`src/rtl/acc_alu_pkg.sv`:
```
package acc_alu_pkg;

    localparam int DW  = 8;
    localparam int OPW = 8;
    localparam int SW  = 8;

    // status byte bit positions (other logic decodes these)
    localparam int SB_C   = 0;
    localparam int SB_Z   = 1;
    localparam int SB_I   = 2;
    localparam int SB_D   = 3;
    localparam int SB_B   = 4;
    localparam int SB_ONE = 5;
    localparam int SB_V   = 6;
    localparam int SB_N   = 7;

    localparam logic [1:0] GRP_ALU = 2'b01;
    localparam int         OPSEL_LO = 5;
    localparam int         OPSEL_W  = 3;

    typedef enum logic [OPSEL_W-1:0] {
        OP_OR  = 3'd0,
        OP_AND = 3'd1,
        OP_XOR = 3'd2,
        OP_ADC = 3'd3,
        OP_STO = 3'd4,
        OP_LD  = 3'd5,
        OP_CMP = 3'd6,
        OP_SBC = 3'd7
    } alu_op_e;

    typedef struct packed {
        logic    active;
        alu_op_e op;
        logic    wr_acc;
        logic    upd_nz;
        logic    upd_c;
        logic    upd_v;
        logic    invert_b;
        logic    cin_one;
        logic    use_adder;
    } alu_ctl_t;

    typedef struct packed {
        logic n;
        logic v;
        logic z;
        logic c;
    } alu_flags_t;

    function automatic logic is_zero(input logic [DW-1:0] x);
        return (x == '0);
    endfunction

    function automatic logic [SW-1:0] merge_status(
        input logic [SW-1:0] old_st,
        input alu_ctl_t      ctl,
        input alu_flags_t    f
    );
        logic [SW-1:0] s;
        s = old_st;
        if (ctl.upd_nz) begin
            s[SB_N] = f.n;
            s[SB_Z] = f.z;
        end
        if (ctl.upd_c) s[SB_C] = f.c;
        if (ctl.upd_v) s[SB_V] = f.v;
        s[SB_ONE] = 1'b1;
        return s;
    endfunction

endpackage

```
`src/rtl/acc_alu_decode.sv`:
```
module acc_alu_decode
    import acc_alu_pkg::*;
(
    input  logic [OPW-1:0] opcode,
    output alu_ctl_t       ctl
);

    alu_op_e sel;
    assign sel = alu_op_e'(opcode[OPSEL_LO +: OPSEL_W]);

    always_comb begin
        ctl = '0;
        ctl.op = sel;
        if (opcode[1:0] == GRP_ALU) begin
            ctl.active = 1'b1;
            unique case (sel)
                OP_OR, OP_AND, OP_XOR, OP_LD: begin
                    ctl.wr_acc = 1'b1;
                    ctl.upd_nz = 1'b1;
                end
                OP_ADC: begin
                    ctl.wr_acc    = 1'b1;
                    ctl.upd_nz    = 1'b1;
                    ctl.upd_c     = 1'b1;
                    ctl.upd_v     = 1'b1;
                    ctl.use_adder = 1'b1;
                end
                OP_SBC: begin
                    ctl.wr_acc    = 1'b1;
                    ctl.upd_nz    = 1'b1;
                    ctl.upd_c     = 1'b1;
                    ctl.upd_v     = 1'b1;
                    ctl.invert_b  = 1'b1;
                    ctl.use_adder = 1'b1;
                end
                OP_CMP: begin
                    ctl.upd_nz    = 1'b1;
                    ctl.upd_c     = 1'b1;
                    ctl.invert_b  = 1'b1;
                    ctl.cin_one   = 1'b1;
                    ctl.use_adder = 1'b1;
                end
                default: begin
                    ctl.active = 1'b0;   // store slot: no ALU effect
                end
            endcase
        end
    end

endmodule

```
`src/rtl/acc_alu_core.sv`:
```
module acc_alu_core
    import acc_alu_pkg::*;
(
    input  alu_ctl_t       ctl,
    input  logic [DW-1:0]  a,
    input  logic [DW-1:0]  m,
    input  logic           c_flag,
    output logic [DW-1:0]  res,
    output alu_flags_t     flags
);

    logic [DW-1:0] b_in;
    logic          cin;
    logic [DW:0]   sum;
    logic [DW-1:0] logic_res;

    assign b_in = ctl.invert_b ? ~m : m;
    assign cin  = ctl.cin_one ? 1'b1 : c_flag;
    assign sum  = {1'b0, a} + {1'b0, b_in} + {{DW{1'b0}}, cin};

    always_comb begin
        unique case (ctl.op)
            OP_OR:   logic_res = a | m;
            OP_AND:  logic_res = a & m;
            OP_XOR:  logic_res = a ^ m;
            OP_LD:   logic_res = m;
            default: logic_res = a;
        endcase
    end

    assign res     = ctl.use_adder ? sum[DW-1:0] : logic_res;
    assign flags.n = res[DW-1];
    assign flags.z = is_zero(res);
    assign flags.c = sum[DW];
    assign flags.v = (sum[DW-1] ^ a[DW-1]) & (sum[DW-1] ^ b_in[DW-1]);

    // overflow only possible when both adder inputs share a sign
    always_comb begin
        if (ctl.use_adder && (a[DW-1] != b_in[DW-1]))
            assert_no_overflow_R8: assert (flags.v == 1'b0);
    end

endmodule

```
`src/rtl/acc_alu.sv`:
```
module acc_alu
    import acc_alu_pkg::*;
(
    input  logic           clk,
    input  logic           rst,
    input  logic           commit,
    input  logic [OPW-1:0] opcode,
    input  logic [DW-1:0]  acc_in,
    input  logic [DW-1:0]  operand,
    input  logic [SW-1:0]  stat_in,
    output logic [DW-1:0]  acc_out,
    output logic [SW-1:0]  stat_out
);

    localparam logic [SW-1:0] STAT_RST = SW'(1) << SB_ONE;

    alu_ctl_t      ctl;
    logic [DW-1:0] res;
    alu_flags_t    flg;
    logic [DW-1:0] acc_nxt;
    logic [SW-1:0] stat_nxt;

    acc_alu_decode u_dec (
        .opcode (opcode),
        .ctl    (ctl)
    );

    acc_alu_core u_core (
        .ctl    (ctl),
        .a      (acc_in),
        .m      (operand),
        .c_flag (stat_in[SB_C]),
        .res    (res),
        .flags  (flg)
    );

    assign acc_nxt  = ctl.wr_acc ? res : acc_in;
    assign stat_nxt = merge_status(stat_in, ctl, flg);

    always_ff @(posedge clk) begin
        if (rst) begin
            acc_out  <= '0;
            stat_out <= STAT_RST;
        end else if (commit) begin
            acc_out  <= acc_nxt;
            stat_out <= stat_nxt;
        end
    end

    assert_hold_R2: assert property (@(posedge clk) disable iff (rst)
        !commit |=> ($stable(acc_out) && $stable(stat_out)));

    assert_cmp_keeps_acc_R7: assert property (@(posedge clk) disable iff (rst)
        (commit && opcode[1:0] == GRP_ALU && opcode[7:5] == 3'd6)
        |=> (acc_out == $past(acc_in) && stat_out[SB_V] == $past(stat_in[SB_V])));

    assert_n_z_R4: assert property (@(posedge clk) disable iff (rst)
        (commit && opcode[1:0] == GRP_ALU && opcode[7:5] != 3'd4 && opcode[7:5] != 3'd6)
        |=> (stat_out[SB_N] == acc_out[DW-1] && stat_out[SB_Z] == (acc_out == '0)));

    assert_passthrough_R10: assert property (@(posedge clk) disable iff (rst)
        (commit && (opcode[1:0] != GRP_ALU || opcode[7:5] == 3'd4))
        |=> (acc_out == $past(acc_in) && stat_out == ($past(stat_in) | STAT_RST)));

    assert_ctrl_bits_R9: assert property (@(posedge clk) disable iff (rst)
        commit |=> (stat_out[SB_B:SB_I] == $past(stat_in[SB_B:SB_I]) && stat_out[SB_ONE]));

    assert_logic_keeps_cv_R3: assert property (@(posedge clk) disable iff (rst)
        (commit && opcode[1:0] == GRP_ALU && (opcode[7:5] <= 3'd2 || opcode[7:5] == 3'd5))
        |=> (stat_out[SB_C] == $past(stat_in[SB_C]) && stat_out[SB_V] == $past(stat_in[SB_V])));

endmodule

```
`config.mk`:
```
export PLATFORM = sky130hd
export DESIGN_NAME = acc_alu
export DESIGN_NICKNAME = d
export VERILOG_FILES = /design/src/rtl/acc_alu_pkg.sv /design/src/rtl/acc_alu_decode.sv /design/src/rtl/acc_alu_core.sv /design/src/rtl/acc_alu.sv
export SDC_FILE = /design/constraint.sdc
export NUM_CORES = 1
export LEC_CHECK = 0
export BUFFER_PORTS_ARGS = -buffer_cell sky130_fd_sc_hd__buf_2
export CAP_MARGIN = 20
export CORE_AREA = 2 2 68 70
export DETAILED_ROUTE_END_ITERATION = 7
export DIE_AREA = 0 0 70 72
export GPL_ROUTABILITY_DRIVEN = 0
export PLACE_DENSITY_LB_ADDON = 0.15
export REMOVE_ABC_BUFFERS = 1
export SYNTH_ARGS = -nofsm -noshare
export SYNTH_HDL_FRONTEND = slang
export SYNTH_SLANG_ARGS = --single-unit
```
`constraint.sdc`:
```
create_clock -name clk -period 4.2 [get_ports clk]
set_input_delay 0.84 -clock clk [delete_from_list [all_inputs] [get_ports clk]]
set_output_delay 0.84 -clock clk [all_outputs]
set_load 0.1 [all_outputs]
```
### Yosys cells after proc, flatten, opt, wreduce, memory -nomap -nowiden

Cells that the tools add are included.

* add/subtract/negate cells: 2
* multiply operators: 0
* div/mod/pow operators: 0
* order comparisons: 0
* equal/unequal tests: 7
* shift-type cells: 0
* mux-type cells: 16
* bitwise logic cells: 7
* reductions and logical operators: 7

Operators by type and width (count)
* $pmux 8 s4: 1
* $mux 8: 3
* $mux 1: 11
* $add 8x8->9: 1
* $add 9x1->9: 1
* $eq 3x3->1 const B: 3
* $and 8x8->8: 1
* $logic_not 8->1: 1
* $not 8->8: 1
* $or 8x8->8: 1
* $xor 8x8->8: 1
* $mux 7: 1
* $reduce_or 7->1: 1
* $eq 3x2->1 const B: 2
* $reduce_or 6->1: 1
* $reduce_or 2->1: 2
* $eq 3x1->1 const B: 1
* $logic_not 3->1: 1
* $reduce_or 3->1: 1
* $eq 2x1->1 const B: 1
* $xor 1x1->1: 2
* $and 1x1->1: 1

* register bits: 15
* bits in latches: 0
* RAM bits: 0
* ROM bits: 0
* input port bits: 35
* logic and storage cells: 41
* memories kept: 0

### Logic depth before layout (Yosys ltp)

Gate-level depths: netlist of the first run.

* word-level depth: 10
* gate-level depth with buffers: 13

### Modules after synthesis

From an unflattened synthesis of the first run, not the netlist that was laid out.

* cells, all modules: 247
* area total of the unflattened synthesis: 1985.7 um^2

By module, submodules not included
* acc_alu_core: instances 1, cells each 168, area an instance 1213.7 um^2, sequential area each 0.0 um^2
* acc_alu: instances 1, cells each 64, area an instance 660.6 um^2, sequential area each 300.3 um^2
* acc_alu_decode: instances 1, cells each 15, area an instance 111.4 um^2, sequential area each 0.0 um^2

### Worst setup path before layout of the first run

Ideal clock, no wire load.

* path type: input to register
* from: input opcode[6]
* to: register stat_out[1]
* library setup time: 0.096 ns
* arrival time: 3.438 ns
* setup slack: 0.666 ns
* stages: 13
* cell sequence: buf_4 and4b_1 buf_2 xnor2_1 fa_1 inv_1 fa_1 a21oi_1 o21bai_1 xor2_1 a22o_1 or4_1 o41ai_2

* longest elaborated chain between the ends: 10
* elaborated cells on any way between the ends: 23
* those cells by class: add/sub (2); eq/ne (6); mux (10); reduce/logical (5)

Ends and longest elaborated chain
* start, declared: line acc_alu.sv:7 `input logic [OPW-1:0] opcode,`
* $eq 3x3->1: line acc_alu_decode.sv:16 `unique case (sel)`
* $reduce_or 2->1 (no source line)
* $mux 1: line acc_alu_decode.sv:16
* $mux 7: line acc_alu_decode.sv:14 `if (opcode[1:0] == GRP_ALU) begin`
* $mux 8: line acc_alu_core.sv:17 `assign b_in = ctl.invert_b ? ~m : m;`
* $add 8x8->9: line acc_alu_core.sv:19 `assign sum = {1'b0, a} + {1'b0, b_in} + {{DW{1'b0}}, cin};`
* $add 9x1->9: line acc_alu_core.sv:19
* $mux 8: line acc_alu_core.sv:31 `assign res = ctl.use_adder ? sum[DW-1:0] : logic_res;`
* $logic_not 8->1: line acc_alu_pkg.sv:52 `return (x == '0);`
* $mux 1 (*): line acc_alu_pkg.sv:62 `if (ctl.upd_nz) begin`
* end signal, assigned: line acc_alu.sv:46 `stat_out <= stat_nxt;`
* end, declared: line acc_alu.sv:12 `output logic [SW-1:0] stat_out`

Mark *: on every way between the ends. The rest lies on a longest branch, timed or not.
A chain may end at the register's enable or synchronous reset.

### Worst setup path after layout of the first run

Ends and elaborated chain as after synthesis.

==> key figures, run 1 <==
Status
  – Outcome: completed

Global route
  – All-Layer GR Usage: 19.24%
  – Initial antenna violation count: 0
  – Largest net degree at the start of global routing: 30
  – GRT overflow: 0
  – Vias in the first global route: 1683
  – First-pass GRT wire length: 8024 um

Power and ir drop
  – Maximum vdd ir drop: 0.08270 mV
  – PwrDens: 247.0 mW/mm^2
  – LEAKAGE: 0.001048 uW

Synth
  – Syn Inst Count: 253
  – Post-synth top cells: ha_1, inv_1, nand2_1
  – Synth top area cells: dfxtp_1, ha_1, a21oi_1
  – Avg Cell Area, Syn: 7.651 um^2
  – Multiplexer share of the synthesized area: 3.167%
  – Number of synthesized flops with an enable pin: 0
  – Fraction of registers with async set/reset: 0%
  – Count leader, synth: ha_1
  – Ys Warns: 0
  – Seq/Total Area, Yosys: 15.51%
  – Mapped Area: 0.001936 mm^2
  – Synth Area in Simple Gates: 21.53%
  – Top cell type's share of synthesized area: 15.51%
  – Most used DFF post-synth: dfxtp_1
  – Adder-Cell Fraction of Synth Area: 17.58%
  – Combinational family with the most area after synthesis: compound AO/OA/AOI/OAI gates
  – Synth area leader: dfxtp_1
  – Compound-Gate Fraction of Synth Area: 27.67%
  – Synth Register Bits: 15
  – Post-Synth XOR/XNOR Area: 5.430%
  – Synth cell types: 58

STA
  – Fin crit period: 3.462 ns
  – Setup ws final: 0.7379 ns
  – Final period util: 82.43%
  – RSZ-0062 raised after global routing: false
  – Worst Max-Slew Pin Slew: 0.8018 ns
  – Max Fclk: 288.8 MHz
  – Post-route setup TNS: 0 ns
  – Final Setup Violations: 0
  – Hold Fails Final Rpt: 0
  – Clk_skew: 0 ns
  – Relative slew slack: 46.26%
  – Fin. max-slew vios: 0

Routing
  – First-pass detailed-route iteration total: 4
  – Via count: 1887
  – DRC viols: 0
  – Drt total wl: 4744 um
  – DR WL/cell: 13.79 um
  – Routed vias/inst: 5.485
  – Iter 0 DRT Violations: 101
  – Routed Antenna Nets: 0

Placed design
  – Final HPWL DP: 3680 um
  – IO Port Bufs: 45
  – Pre-CTS WS: 0.4836 ns

Layout
  – Antenna cells: 0
  – P&R area growth vs syn: 15.00%
  – Post-layout util: 52.20%
  – Fin nets: 354
  – Fraction of layout instances using a drive strength above 1: 21.58%

Die
  – Die Footprint: 0.005040 mm^2
  – Die Wd: 70 um
  – Die Y: 72 um
  – Row count: 24
  – CORE AREA: 0.004264 mm^2
  – Initial Util: 45.39%
  – Boundary pin count: 51

Setup path
  – CP max FO: 9
  – Worst Path Class, Setup: input port to flop
  – CP Launch Type: input port
  – Worst path arrival time: 3.61 ns
  – Setup crit end kind: flop
  – Req. time, crit path: 4.35 ns

Hold path
  – HP Class: flop to flop

Clock tree
  – Clock root cell: clkbuf_8
  – CTS resizes: 0
  – Post-CTS Setup Inserts: 0
  – Clock-pin slew on the worst setup and hold paths: 0.06 ns
  – Clk_lat worst skew: 0.24 ns
  – Max Root-Sink Buffers: 2
  – Clock sinks: 15
  – H-tree Lvls: 1
  – CTS tree: done
  – Cts hold-fix bufs: 0
  – Cts bufs inserted: 3

Flow run
  – Max-Cap Viols: 0
report_power, final:
group / switching [uW] / internal, uW / total, uW / leakage (uW)
clock: 46.7 / 67.1 / 114 / 0.0000228
sequential: 4.19 / 152 / 156 / 0.000124
combinational: 188 / 91.5 / 280 / 0.000901
total: 239 / 311 / 550 / 0.00105
per-layer routing:
metal  vias to the layer above  GRT usage (%)  part of all wire (%)
met5                         -              0                     0
met4                         0          3.846                  0.61
met3                         4          1.389                   4.2
met2                        49          31.32                    44
met1                       857          28.21                    51
li1                        977              -                     -
kinds of logic (layout without fill, tap and decap cells):
| kind of cell | count (synthesis) | in the layout |
|---|---|---|
| adder cells (fa/ha/maj) | 26 | 26 |
| flip-flops | 15 | 15 |
| AO/OA/AOI/OAI | 75 | 75 |
| other | 1 | 1 |
| XOR/XNOR | 12 | 12 |
| buffers and inverters | 38 | 77 |
| multiplexers | 6 | 6 |
| AND/OR/NAND/NOR | 80 | 80 |
placed cells by master, fill, tap and decap left out, types with 7 or more instances in the layout:
master,Yosys,routed
buf_2,3,45
ha_1,24,24
inv_1,22,22
nand2_1,22,22
a21oi_1,21,21
nand2b_1,16,16
nor2_1,15,15
dfxtp_1,15,15
xnor2_1,11,11
o211ai_1,7,7
stage by stage:
stage                     power (uW)  hold slack (ns)  instances  cell area (um^2)
after global placement         435.6           0.4525        340              2181
final                          549.7           0.4645        344              2226
after detailed placement       437.8           0.4577        340              2181
after CTS                      554.8           0.4665        344              2226
after global routing           587.1           0.4824        344              2226
after floorplan                361.0           0.9075        237              1846
final timing paths:
path                                          startpoint                  endpoint  slack [ns]  cells after the start
worst min-delay path             acc_out[2]$_SDFFE_PP0P_   acc_out[2]$_SDFFE_PP0P_        0.46                      2
worst max-delay path                           opcode[6]  stat_out[1]$_SDFFE_PP0P_        0.74                     12
worst min register to register   acc_out[2]$_SDFFE_PP0P_   acc_out[2]$_SDFFE_PP0P_        0.46                      2
worst max register to register  stat_out[1]$_SDFFE_PP0P_  stat_out[1]$_SDFFE_PP0P_        2.40                      5
flip-flops by register name, summed over array words and instances (netlist names):
register / cells
acc_out: 8
stat_out: 7
worst max-delay path, stage by stage:
cell,delay [ns]
buf_2,0.19
and4b_1,0.26
xnor2_1,0.15
fa_1,0.25
inv_1,0.07
fa_1,0.42
a21oi_1,0.22
o21bai_1,0.10
xor2_1,0.15
a22o_1,0.21
or4_1,0.57
o41ai_2,0.20
area by class of cell:
| class | instances | area [um^2] |
|---|---|---|
| repair buffers | 51 | 270.3 |
| inverters | 22 | 82.58 |
| clock buffers | 4 | 45.04 |
| multi-input cells | 200 | 1463 |
| well taps | 52 | 65.06 |
| flip-flops and latches | 15 | 300.3 |
| fillers | 452 | 2038 |
No activity file was read; power rests on OpenSTA's default activity.
==> run 2: changes to the inputs <==
==> constraint.sdc (replaced) <==
create_clock -name clk -period 3.55 [get_ports clk]
set_input_delay 0.71 -clock clk [delete_from_list [all_inputs] [get_ports clk]]
set_output_delay 0.71 -clock clk [all_outputs]
set_load 0.1 [all_outputs]
==> key figures, run 2 (same netlist as run 1, synthesis figures left out) <==
Power and ir drop
  – LEAKAGE: 0.001061 uW
  – Clk network pwr share: 21.2%
  – Internal power: 366.8 uW
  – Flop pwr share: 28.2%
  – PwrDens: 292.1 mW/mm^2
  – NetSw: 288.2 uW
  – Sw Share: 44.00%
  – Comb pwr share: 50.6%
  – Maximum vdd ir drop: 0.1106 mV

Setup path
  – Critical-path top delay cell: or4_1
  – Worst Path Buf+Inv: 2
  – Worst R2R Start: stat_out[1]$_SDFFE_PP0P_
  – Critical Path Start: opcode[1]
  – R2R Path End: stat_out[1]$_SDFFE_PP0P_
  – Critical path, cell by cell: buf_2 -> and4b_1 -> xnor2_1 -> fa_1 -> inv_1 -> fa_1 -> a21oi_1 -> o21bai_1 -> xor2_1 -> a22o_1 -> or4_1 -> o41ai_2
  – Worst path arrival time: 3.39 ns
  – R2r setup slk: 1.75 ns
  – Most used cell, CP: fa_1
  – CP Launch Type: input port
  – Setup crit end kind: flop
  – Top delay family on crit path: simple AND/OR/NAND/NOR gates
  – Req. time, crit path: 3.71 ns
  – Worst Setup EP: stat_out[1]$_SDFFE_PP0P_
  – Worst Path Class, Setup: input port to flop
  – CP max stage delay: 0.57 ns
  – CP max FO: 3
  – Worst Reg-to-Reg Cells: 5
  – Stages on the worst setup path: 12

Die
  – Die Wd: 70 um
  – Initial Util: 45.39%
  – CORE AREA: 0.004264 mm^2
  – Row count: 24
  – Boundary pin count: 51
  – Die Footprint: 0.005040 mm^2
  – Die Y: 72 um

Clock tree
  – Clock-pin slew on the worst setup and hold paths: 0.06 ns
  – Clock root cell: clkbuf_8
  – Clock sinks: 15
  – CTS resizes: 0
  – H-tree Lvls: 1
  – Clk_lat worst skew: 0.24 ns
  – CTS tree: done
  – Max Root-Sink Buffers: 2
  – Post-CTS Setup Inserts: 0
  – Cts bufs inserted: 3
  – Cts hold-fix bufs: 0

STA
  – Fin. max-slew vios: 0
  – Max Fclk: 309.9 MHz
  – Final hold slack: 0.4661 ns
  – Fin crit period: 3.227 ns
  – RSZ-0062 raised after global routing: false
  – Final Setup Violations: 0
  – Final period util: 90.90%
  – Clk_skew: 0 ns
  – Post-route setup TNS: 0 ns
  – Hold Fails Final Rpt: 0

Routing
  – First-pass detailed-route iteration total: 4
  – DRC viols: 0
  – Iter 0 DRT Violations: 67
  – Drt total wl: 4755 um
  – Routed Antenna Nets: 0
  – DR WL/cell: 13.74 um
  – Via count: 1900
  – Routed vias/inst: 5.491

Layout
  – Final non-filler cell total: 346
  – Commonest non-fill, non-tap cell in the layout: buf_2
  – Fin nets: 356
  – Top flop regs: acc_out x8, stat_out x7
  – Most flop-heavy register: acc_out
  – Antenna cells: 0
  – Final-layout fill cell count: 434
  – Fraction of layout instances using a drive strength above 1: 22.45%
  – Most frequent cells in the layout: buf_2, ha_1, inv_1, nand2_1, a21oi_1
  – Finished layout cell area: 0.002242 mm^2
  – Max reg flops: 8
  – P&R area growth vs syn: 15.84%

Flow run
  – Max-Cap Viols: 0

Hold path
  – HP Class: flop to flop
  – HP Start: acc_out[4]$_SDFFE_PP0P_

Placed design
  – Final HPWL DP: 3721 um
  – IO Port Bufs: 45
  – Placed cell areas: 0.002196 mm^2
  – Placed insts: 342

Global route
  – All-Layer GR Usage: 19.19%
  – Largest net degree at the start of global routing: 30
  – Vias in the first global route: 1709
  – Initial antenna violation count: 0
  – First-pass GRT wire length: 7893 um
  – GRT overflow: 0

Status
  – Outcome: completed
## run 2: worst min path at each step
stage / slack [ns] / to / depth (start not counted)
after global placement: 0.45 / acc_out[3]$_SDFFE_PP0P_ / 2
after floorplan: 0.78 / acc_out[1]$_SDFFE_PP0P_ / 1
after detailed placement: 0.46 / acc_out[1]$_SDFFE_PP0P_ / 2
after CTS: 0.47 / acc_out[1]$_SDFFE_PP0P_ / 2
final: 0.47 / acc_out[4]$_SDFFE_PP0P_ / 2
after global routing: 0.48 / acc_out[1]$_SDFFE_PP0P_ / 2
## run 2: power by group through the flow
| stage | Sequential (uW) | Combinational [uW] | Clock [uW] |
|---|---|---|---|
| global placement | 188 | 329 | 0 |
| finish | 185 | 331 | 139 |
| detailed placement | 189 | 331 | 0 |
| global route | 186 | 362 | 149 |
| CTS | 185 | 332 | 143 |
| floorplan | 270 | 157 | 0 |
## run 2: layout make-up
class                      count  area (um^2)  share of cell area, %
multi-input combinational    200         1463                  65.23
clock buffer                   3        41.29                  1.842
tap                           52        65.06                  2.902
inverter                      22        82.58                  3.683
sequential                    15        300.3                  13.39
timing repair buffer          53        285.3                  12.72
clock inverter                 1        5.005                 0.2232
## run 2: per-stage QoR
step	setup WS [ns]	utilization (%)	power, uW
4_1_cts	0.3112	52.58	660.0
6_report	0.3231	52.58	655.0
3_5_place_dp	0.05424	51.50	519.5
3_3_place_gp	0.1015	51.50	517.4
2_1_floorplan	0.1831	-	427.1
5_1_grt	0.1876	52.58	696.8
## run 2: metal layers
layer  GRT usage [%]  part of all wire, %  up-vias
met5               0                    0        -
met4           5.128                  1.1        0
met3           1.944                  5.9        5
met2           32.59                   44       55
met1           26.16                   49      857
li1                -                    -      983
## run 2: worst reg2reg max path, delay by kind of cell (launching register included)
| family | cells | cell delay (ns) |
|---|---|---|
| AO/OA/AOI/OAI | 2 | 0.55 |
| flip-flops | 1 | 0.35 |
| AND/OR/NAND/NOR | 3 | 0.82 |
==> run 3: changes to the inputs <==
--- a/config.mk
+++ b/config.mk
@@ -7,9 +7,9 @@
 export LEC_CHECK = 0
 export BUFFER_PORTS_ARGS = -buffer_cell sky130_fd_sc_hd__buf_2
 export CAP_MARGIN = 20
-export CORE_AREA = 2 2 68 70
+export CORE_AREA = 2 2 61 77
 export DETAILED_ROUTE_END_ITERATION = 7
-export DIE_AREA = 0 0 70 72
+export DIE_AREA = 0 0 63 79
 export GPL_ROUTABILITY_DRIVEN = 0
 export PLACE_DENSITY_LB_ADDON = 0.15
 export REMOVE_ABC_BUFFERS = 1
==> constraint.sdc (replaced) <==
create_clock -name clk -period 3.55 [get_ports clk]
set_input_delay 0.5325 -clock clk [delete_from_list [all_inputs] [get_ports clk]]
set_output_delay 0.5325 -clock clk [all_outputs]
set_load 0.1 [all_outputs]
==> key figures, run 3 (same netlist as run 1, synthesis figures left out) <==
Clock tree
  – H-tree Lvls: 1
  – CTS resizes: 0
  – Clock sinks: 15
  – Cts bufs inserted: 3
  – CTS tree: done
  – Clk_lat worst skew: 0.24 ns
  – Max Root-Sink Buffers: 2
  – Clock-pin slew on the worst setup and hold paths: 0.06 ns
  – Post-CTS Setup Inserts: 0
  – Cts hold-fix bufs: 0
  – Clock root cell: clkbuf_8

Global route
  – GRT overflow: 0
  – Largest net degree at the start of global routing: 30
  – First-pass GRT wire length: 7955 um
  – Vias in the first global route: 1794
  – Initial antenna violation count: 0
  – All-Layer GR Usage: 19.80%

Placed design
  – Placed cell areas: 0.002203 mm^2
  – IO Port Bufs: 45
  – Placed insts: 348
  – Final HPWL DP: 3725 um

Setup path
  – Most used cell, CP: fa_1
  – Top delay family on crit path: simple AND/OR/NAND/NOR gates
  – Worst Reg-to-Reg Cells: 5
  – R2r setup slk: 1.73 ns
  – R2R Path End: stat_out[1]$_SDFFE_PP0P_
  – Req. time, crit path: 3.70 ns
  – Worst Path Buf+Inv: 2
  – CP Launch Type: input port
  – Critical-path top delay cell: or4_1
  – Worst path arrival time: 3.21 ns
  – Setup crit end kind: flop
  – Critical path, cell by cell: buf_2 -> and4b_1 -> xnor2_1 -> fa_1 -> inv_1 -> fa_1 -> a21oi_1 -> o21bai_1 -> xor2_1 -> a22o_1 -> or4_1 -> o41ai_2
  – CP max FO: 3
  – Worst Path Class, Setup: input port to flop
  – Worst R2R Start: stat_out[1]$_SDFFE_PP0P_
  – CP max stage delay: 0.56 ns

STA
  – Fin crit period: 3.057 ns
  – Final hold slack: 0.4619 ns
  – Max Fclk: 327.1 MHz
  – Worst Max-Slew Pin Slew: 0.5193 ns
  – Final Setup Violations: 0
  – Clk_skew: 0 ns
  – Fin. max-slew vios: 0
  – Post-route setup TNS: 0 ns
  – Final period util: 86.11%
  – Relative slew slack: 65.09%
  – Hold Fails Final Rpt: 0
  – RSZ-0062 raised after global routing: false

Die
  – Die Footprint: 0.004977 mm^2
  – CORE AREA: 0.004290 mm^2
  – Boundary pin count: 51
  – Die Wd: 63 um
  – Row count: 27
  – Initial Util: 45.12%
  – Die Y: 79 um

Layout
  – Final-layout fill cell count: 449
  – Finished layout cell area: 0.002248 mm^2
  – Commonest non-fill, non-tap cell in the layout: buf_2
  – Max reg flops: 8
  – Top flop regs: acc_out x8, stat_out x7
  – Final non-filler cell total: 352
  – Most frequent cells in the layout: buf_2, ha_1, inv_1, nand2_1, a21oi_1
  – Most flop-heavy register: acc_out
  – P&R area growth vs syn: 16.16%
  – Antenna cells: 0
  – Fraction of layout instances using a drive strength above 1: 22.11%
  – Fin nets: 356
  – Area occupied by multi-input gates: 0.001463 mm^2
  – Register area: 300.3 um^2

Flow run
  – Max-Cap Viols: 0

Power and ir drop
  – LEAKAGE: 0.001058 uW
  – PwrDens: 289.1 mW/mm^2
  – Overall power: 650.0 uW
  – Maximum vdd ir drop: 0.1006 mV

Routing
  – Iter 0 DRT Violations: 95
  – DR WL/cell: 13.59 um
  – Routed vias/inst: 5.361
  – Via count: 1887
  – First-pass detailed-route iteration total: 4
  – Routed Antenna Nets: 0
  – Drt total wl: 4785 um
  – DRC viols: 0

Hold path
  – HP Start: acc_out[5]$_SDFFE_PP0P_
  – WHS Endpoint: acc_out[5]$_SDFFE_PP0P_
  – HP Class: flop to flop
  – Worst hold path depth: 2

Status
  – Outcome: completed
run 3: cell count changes in the layout (fill, tap and decap cells not counted), sizes merged:
cell	delta
clkbuf	+1
clkinv	-1
run 3: worst register-to-register path, cell delays in order, from the launching register on:
cell and delay (ns):
dfxtp_1 0.36, nor2_1 0.06, or3_1 0.32, a2111o_1 0.35
or4_1 0.44, o41ai_2 0.21
run 3: final cells by class:
cell class                 count  area share [%]
sequential                    15           13.36
tap                           58           3.228
timing repair buffer          53           12.69
inverter                      22           3.673
clock buffer                   4           2.003
multi-input combinational    200           65.05
run 3: per-stage QoR:
step                      worst slack [ns]  util, %
after global routing                0.3634    52.41
after detailed placement            0.2190    51.36
after floorplan                     0.3606        -
after global placement              0.2469    51.36
final                               0.4930    52.41
after CTS                           0.4528    52.41
run 3: routing by layer:
layer	vias to the layer above	global-route usage (%)	share of wire (%)
met3	4	1.700	3.3
met4	0	4.667	0.75
met5	-	0	0
li1	976	-	-
met1	865	25.15	47
met2	42	35.96	48
run 3: power by group:
group	internal [uW]	switching, uW
Sequential	180	5.27
Combinational	109	222
Clock	79.3	54.6
Total	368	282
run 3: worst max-delay path by stage:
stage | from | endpoint | cells past startpoint
after floorplan | opcode[1] | stat_out[1]$_SDFFE_PP0P_ | 11
after global placement | opcode[1] | stat_out[1]$_SDFFE_PP0P_ | 12
after detailed placement | opcode[1] | stat_out[1]$_SDFFE_PP0P_ | 12
after CTS | opcode[1] | stat_out[1]$_SDFFE_PP0P_ | 12
after global routing | opcode[1] | stat_out[1]$_SDFFE_PP0P_ | 12
final | opcode[1] | stat_out[1]$_SDFFE_PP0P_ | 12
